`config.mk`:
```
export PLATFORM = sky130hd
export DESIGN_NAME = fsk_period_decoder
export DESIGN_NICKNAME = d
export VERILOG_FILES = /design/src/rtl/fsk_period_decoder.sv
export SDC_FILE = /design/constraint.sdc
export NUM_CORES = 1
export LEC_CHECK = 0
export BUFFER_PORTS_ARGS = -buffer_cell sky130_fd_sc_hd__buf_2
export CORE_MARGIN = 1.5
export CORE_UTILIZATION = 54
export CTS_CLUSTER_SIZE = 40
export DETAILED_ROUTE_END_ITERATION = 8
export PLACE_DENSITY = 0.71
export SYNTH_ARGS = -nofsm -noshare
export SYNTH_HDL_FRONTEND = slang
export SYNTH_SLANG_ARGS = --single-unit
```
`constraint.sdc`:
```
create_clock -name clk -period 2.15 [get_ports clk]
set_input_delay 0.1075 -clock clk [delete_from_list [all_inputs] [get_ports clk]]
set_output_delay 0.1075 -clock clk [all_outputs]
set_load 0.02 [all_outputs]
```
`src/rtl/fsk_period_decoder.sv`:
```
module fsk_period_decoder #(
  parameter int CLKS_PER_TICK = 1000,
  parameter int ZERO_TICKS    = 20,
  parameter int ONE_TICKS     = 10
) (
  input  logic clk,
  input  logic rst_n,
  input  logic line_in,
  output logic bit_valid,
  output logic bit_val,
  output logic bit_err
);

  localparam int ZERO_C  = ZERO_TICKS * CLKS_PER_TICK;
  localparam int ONE_C   = ONE_TICKS * CLKS_PER_TICK;
  localparam int LONG_C  = (ZERO_C > ONE_C) ? ZERO_C : ONE_C;
  localparam int TOUT_C  = 2 * LONG_C;
  localparam int CW      = $clog2(TOUT_C + 2);
  localparam logic [CW-1:0] Z_LO = CW'(ZERO_C - ZERO_C / 4);
  localparam logic [CW-1:0] Z_HI = CW'(ZERO_C + ZERO_C / 4);
  localparam logic [CW-1:0] O_LO = CW'(ONE_C - ONE_C / 4);
  localparam logic [CW-1:0] O_HI = CW'(ONE_C + ONE_C / 4);
  localparam logic [CW-1:0] TOUT = CW'(TOUT_C);

  logic [1:0]    sync_q;
  logic [2:0]    hist_q;
  logic          filt_q;
  logic          meas_q;
  logic [CW-1:0] cnt_q;

  wire maj     = (hist_q[0] & hist_q[1]) | (hist_q[0] & hist_q[2]) | (hist_q[1] & hist_q[2]);
  wire rise    = maj & ~filt_q;
  wire in_zero = (cnt_q >= Z_LO) && (cnt_q <= Z_HI);
  wire in_one  = (cnt_q >= O_LO) && (cnt_q <= O_HI);
  wire judge   = rise & meas_q;
  wire expired = meas_q & ~rise & (cnt_q == TOUT);

  always_ff @(posedge clk or negedge rst_n) begin
    if (!rst_n) begin
      sync_q    <= '0;
      hist_q    <= '0;
      filt_q    <= 1'b0;
      meas_q    <= 1'b0;
      cnt_q     <= '0;
      bit_valid <= 1'b0;
      bit_val   <= 1'b0;
      bit_err   <= 1'b0;
    end else begin
      sync_q    <= {sync_q[0], line_in};
      hist_q    <= {hist_q[1:0], sync_q[1]};
      filt_q    <= maj;
      bit_valid <= judge & (in_zero | in_one);
      bit_val   <= judge & in_one;
      bit_err   <= judge & ~(in_zero | in_one);
      if (rise) begin
        meas_q <= 1'b1;
        cnt_q  <= CW'(1);
      end else if (expired) begin
        meas_q <= 1'b0;
      end else if (meas_q) begin
        cnt_q  <= cnt_q + CW'(1);
      end
    end
  end

  p_excl_out_r5: assert property (@(posedge clk) disable iff (!rst_n)
    !(bit_valid && bit_err));

  p_valid_pulse_r8: assert property (@(posedge clk) disable iff (!rst_n)
    bit_valid |=> !bit_valid);

  p_err_pulse_r8: assert property (@(posedge clk) disable iff (!rst_n)
    bit_err |=> !bit_err);

  p_idle_edge_r7: assert property (@(posedge clk) disable iff (!rst_n)
    (rise && !meas_q) |=> (!bit_valid && !bit_err));

  p_cnt_bound_r6: assert property (@(posedge clk) disable iff (!rst_n)
    cnt_q <= TOUT);

  p_zero_window_r3: assert property (@(posedge clk) disable iff (!rst_n)
    (bit_valid && !bit_val) |-> ($past(cnt_q) >= Z_LO && $past(cnt_q) <= Z_HI));

  p_one_window_r4: assert property (@(posedge clk) disable iff (!rst_n)
    (bit_valid && bit_val) |-> ($past(cnt_q) >= O_LO && $past(cnt_q) <= O_HI));

endmodule

```
## After elaboration in Yosys (flattened, before gate mapping)

Cells that the tools add are included.

- Bits in registers: 26
- Output and inout bits: 3
- Bits in read-only memories: 0
- Word-level logic and storage cells: 41
- Memories: 0
- Bits in latches: 0
- Memory bits (writable): 0

- Div/mod/pow operators: 0
- $mul: 0
- Equal/unequal tests: 2
- Bitwise logic cells: 16
- Shifts and indexed selects: 0
- Muxes and demuxes: 5
- Reduce and logical (&&, ||, !) cells: 5
- Add/sub/neg operators: 1
- Magnitude comparators: 4

Operators with widths:

| kind | number |
|---|---|
| $mux W16 | 3 |
| $add A16 B1 Y16 const B | 1 |
| $eq A16 B16 Y1 const B | 1 |
| $ge A16 B13 Y1 const B | 1 |
| $ge A16 B14 Y1 const B | 1 |
| $le A16 B14 Y1 const B | 1 |
| $le A16 B15 Y1 const B | 1 |
| $and A1 B1 Y1 | 10 |
| $reduce_bool A2 Y1 | 2 |
| $not A1 Y1 | 3 |
| $or A1 B1 Y1 | 3 |
| $logic_and A1 B1 Y1 | 2 |
| $mux W1 | 2 |
| $ne A2 B2 Y1 const B | 1 |
| $reduce_and A2 Y1 | 1 |

## Longest topological paths before layout

- Depth in word-level cells: 9
- Mapped depth: 8

## Worst setup path after synthesis

OpenSTA, ideal clock, no wires.

- Path type: register -> register
- From: register cnt_q[9]
- To: register cnt_q[8]
- Required time: 2018 ps
- Setup time: 132 ps
- Data arrival time: 1796 ps
- Clock period less this slack: 1928 ps
- Slack: 222 ps
- Path buffers: 2
- Stages on the path, launching flop included: 8
- Path through: dfrtp_1 -> buf_6 -> or4_4 -> o41ai_4 -> buf_6 -> nor3_1 -> xnor2_1 -> nor2_1

- Word-level cells in the longest chain between the ends: 4

RTL lines:

| what | RTL line | text |
|---|---|---|
| start, declared | 29 | `logic [CW-1:0] cnt_q;` |
| start signal, assigned | 61 | `cnt_q <= cnt_q + CW'(1);` |
| $eq A16 B16 Y1 | 36 | `wire expired = meas_q & ~rise & (cnt_q == TOUT);` |
| $and A1 B1 Y1 | 36 |  |
| $ne A2 B2 Y1 (no source line) | -- |  |
| $reduce_and A2 Y1 (no source line) | -- |  |

Every way passes these cells.
A chain may end at the register's enable or synchronous reset.

## Worst setup path after layout

- From: register cnt_q[0]
- To: register cnt_q[9]

- Word-level cells in the longest chain between the ends: 4
- Elaborated cells on any way between the ends: 8

RTL lines:

| what | RTL line |
|---|---|
| $add A16 B1 Y16 / $eq A16 B16 Y1 (equally long branches) | 61, 36 |
| $mux W16 / $and A1 B1 Y1 (equally long branches) | 60, 36 |
| $mux W16 / $ne A2 B2 Y1 (equally long branches) | -- |
| $mux W16 / $reduce_and A2 Y1 (equally long branches) | -- |

Several ways; a longest one is shown, not always the timed one. The select of a mux whose other input is x is not followed.

==> flow_metrics.tcl <==
set metrics [dict create \
    clk_path_buf_depth 2 \
    ys_seq_elements 26 \
    gp_congestion 0.794 \
    yosys_warnings 0 \
    fin_skew_ns 0.00926 \
    power.internal_uw 802 \
    synth_cell_type_count 39 \
    finalHoldViolCount 0 \
    post-route-min-period_ns 1.98 \
    clockRootBuffer "clkbuf_4" \
    cts_tree "done" \
    worst-setup-path-type "register to register" \
    cts_setup_buffers 0 \
    setup_tns_ns 0 \
    netlist_top_cells_area "dfrtp_1 (47%), xnor2_1 (5.7%), nor2_1 (4.1%)" \
    outcome "complete, no violations" \
    r2r-end "cnt_q[9]" \
    r2r_cells 8 \
    ir_worst_vdd_v 0.000527 \
    initial_core_util_pct 56.1 \
    num_rows 18 \
    drc 0 \
    clock_latency_ns 0.32 \
    synth_top_area_cell "dfrtp_1" \
    synth_flop_cell "dfrtp_1" \
    yosys.area_share.simple_pct 23.8 \
    synth-edff-count 0 \
    route.final.wire_length_mm 2.54 \
    worstPathMaxFanout 15 \
    r2r_start "cnt_q[0]" \
    worstPathArrival_ns 2.16 \
    crit_chain "inv_1 > ha_1 > nand4bb_1 > o41ai_4 > buf_6 > nor4_1 > xnor2_1 > nor2_1" \
    worst_pin_slew_ns 0.686 \
    min_path_type "input port to asynchronous set/reset pin" \
    io_pins 6 \
    h-tree-depth 1 \
    drtIter0Drc 26 \
    syn-num-nets 148 \
    switchingPower_uw 295 \
    die-area_mm2 0.00286 \
    cp.required_ns 2.33 \
    antennaDiodeCount 0 \
    combPwrFrac_pct 16.7 \
    nets 154 \
    core_mm2 0.00245 \
    track_usage_pct 20.1 \
    die_w_um 53.5 \
    synthMuxAreaShare_pct 0.727 \
    cts_buffers 3 \
    grt_pass1_vias 898 \
    p_per_area_mw_per_mm2 731 \
    io_buffers 5 \
    postSynthAreaPerCell_um2 9.63 \
    drv_slew 0 \
    drive_gt1_share_pct 12.8 \
    p_leak_uw 0.000674 \
    synth_compound_area_share_pct 13.4 \
    post-place-cells 172 \
    critPathLaunchType "register" \
    r2r_setup_slack_ns 0.17 \
    clkTransAtPathRegs_ns 0.15 \
    synth_top_family_by_area "simple AND/OR/NAND/NOR gates" \
    grt_max_degree 27 \
    timing.max_cap.violations 0 \
    vias_per_cell 5.74 \
    post-route-period-util_pct 92.1 \
    ant_nets 0 \
    vias 1022 \
    cp_slowest_cell "dfrtp_1" \
    synth_top_area_share_pct 47.2 \
    max_slew_margin_pct 54.0 \
    antenna_found_initial 0 \
    async_reset_ff_share_pct 100 \
    rsz0062_at_grt "no" \
    n_fill_cell 212 \
    yosysSeqAreaShare_pct 47.2 \
    die_h_um 53.5 \
    max_freq_mhz 505 \
    final_cells 178 \
    netlist_area_mm2 0.00138 \
    wire_per_inst_um 14.2 \
    pwr-share-clk_pct 30.2 \
    area.growth.synth_to_final_pct 8.99 \
    synthCells 143 \
    grt_pass1_wl_mm 4.22 \
    finalSetupViolCount 0 \
    globalRouteOverflowTotal 0 \
    dp_hpwl_mm 1.79 \
    firstDrtPassIters 4 \
    p_sw_share_pct 26.9 \
    cts.sinks 26 \
    cpPeakStageDelay_ns 0.45 \
    synth-xor-area-share_pct 6.36 \
    synth_fa_ha_area_share_pct 2.54 \
    setup.worst_path.end_class "register" \
    power_frac_seq_pct 53.1 \
]
## placed cells by master (no fill, tap or decap), drive strengths merged, types with 2 or more instances in the layout
| cell type | netlist | final |
|---|---|---|
| a211o | 3 | 3 |
| a21oi | 6 | 6 |
| a31oi | 2 | 2 |
| and4 | 2 | 2 |
| buf | 3 | 11 |
| clkbuf | 9 | 3 |
| dfrtp | 26 | 26 |
| dlygate4sd3 | 0 | 2 |
| ha | 2 | 2 |
| inv | 5 | 5 |
| nand2 | 10 | 10 |
| nand2b | 2 | 2 |
| nand3 | 4 | 4 |
| nand4 | 4 | 4 |
| nor2 | 15 | 15 |
| nor2b | 2 | 2 |
| nor3 | 6 | 6 |
| nor4 | 3 | 3 |
| o21ai | 6 | 6 |
| o32ai | 2 | 2 |
| or2 | 2 | 2 |
| or3 | 6 | 6 |
| or4 | 3 | 3 |
| xnor2 | 9 | 9 |
## critical path, delay by kind of cell, from the launching register on
| family | cells | cell delay, ns |
|---|---|---|
| flops | 1 | 0.45 |
| compound gates | 1 | 0.41 |
| simple gates | 3 | 0.35 |
| buf+inv | 2 | 0.32 |
| xor+xnor | 1 | 0.17 |
| fa+ha+maj | 1 | 0.15 |
## how the worst max path moves through the flow
| stage | slack (ns) | to | depth (start not counted) | from |
|---|---|---|---|---|
| 2_1_floorplan | 0.22 | cnt_q[8] | 7 | cnt_q[9] |
| 3_3_place_gp | 0.21 | cnt_q[9] | 8 | cnt_q[0] |
| 3_5_place_dp | 0.12 | bit_val | 4 | hist_q[0] |
| 4_1_cts | 0.09 | bit_val | 4 | hist_q[0] |
| 5_1_grt | 0.02 | cnt_q[9] | 8 | cnt_q[0] |
| 6_report | 0.17 | cnt_q[9] | 8 | cnt_q[0] |
## final cells by class
cell class              count  area [µm²]  area share [%]
clock buffers               3        22.5            1.50
clock inverters             1        30.0            2.00
inverters                   5        18.8            1.25
multi-input cells         100         648            43.2
flip-flops and latches     26         651            43.3
well taps                  30        37.5            2.50
repair buffers             13        93.8            6.25
## cells in the mapped netlist (2+ instances only)
cell type   n
dfrtp_1    26
nor2_1     15
nand2_1    10
xnor2_1     9
clkbuf_1    8
a21oi_1     6
nor3_1      6
or3_1       6
inv_1       5
o21ai_1     5
nand3_1     4
nand4_1     4
a211o_1     3
nor4_1      3
a31oi_1     2
and4_1      2
buf_6       2
ha_1        2
nand2b_1    2
nor2b_1     2
o32ai_1     2
or4_1       2
## power groups by stage
stage / sequential, µW / clock, µW / combinational, µW
final: 583 / 331 / 183
after global routing: 591 / 365 / 211
after CTS: 580 / 340 / 185
after detailed placement: 590 / 0 / 182
after global placement: 588 / 0 / 175
after floorplan: 562 / 0 / 156
## layer usage
layer / share of wire [%] / vias to the layer above / track usage (%)
met4: 0.51 / 0 / 3.85
met2: 47 / 12 / 31.7
met3: 1.9 / 2 / 2.54
met5: 0 / - / 0
met1: 51 / 495 / 29.5
li1: - / 513 / -
## metrics by stage
| step | hold WS [ns] | instance area, µm² | util, % | setup WS, ns | total power (µW) |
|---|---|---|---|---|---|
| 2_1_floorplan | -0.188 | 1380 | - | 0.222 | 718 |
| 3_5_place_dp | 0.134 | 1420 | 58.0 | 0.118 | 772 |
| 6_report | 0.297 | 1500 | 61.2 | 0.170 | 1100 |
| 3_3_place_gp | 0.127 | 1420 | 58.0 | 0.210 | 763 |
| 4_1_cts | 0.310 | 1500 | 60.9 | 0.0864 | 1110 |
| 5_1_grt | 0.353 | 1500 | 61.2 | 0.0190 | 1170 |
## logic make-up after synthesis
family,count (synthesis)
fa+ha+maj,3
simple gates,61
mux,1
flops,26
buf+inv,17
compound gates,25
xor+xnor,10
## what timing repair did
action,in CTS,in global routing
setup endpoints to repair,0,4
resized for setup,0,2
endpoints found under the hold margin,27,0
hold buffers,2,0
## state kept, by name, indices dropped and copies added, names as in the netlist
register   cells
sync_q         2
hist_q         3
cnt_q         16
filt_q         1
bit_val        1
bit_valid      1
meas_q         1
bit_err        1
Power figures use the tool's default switching activity.
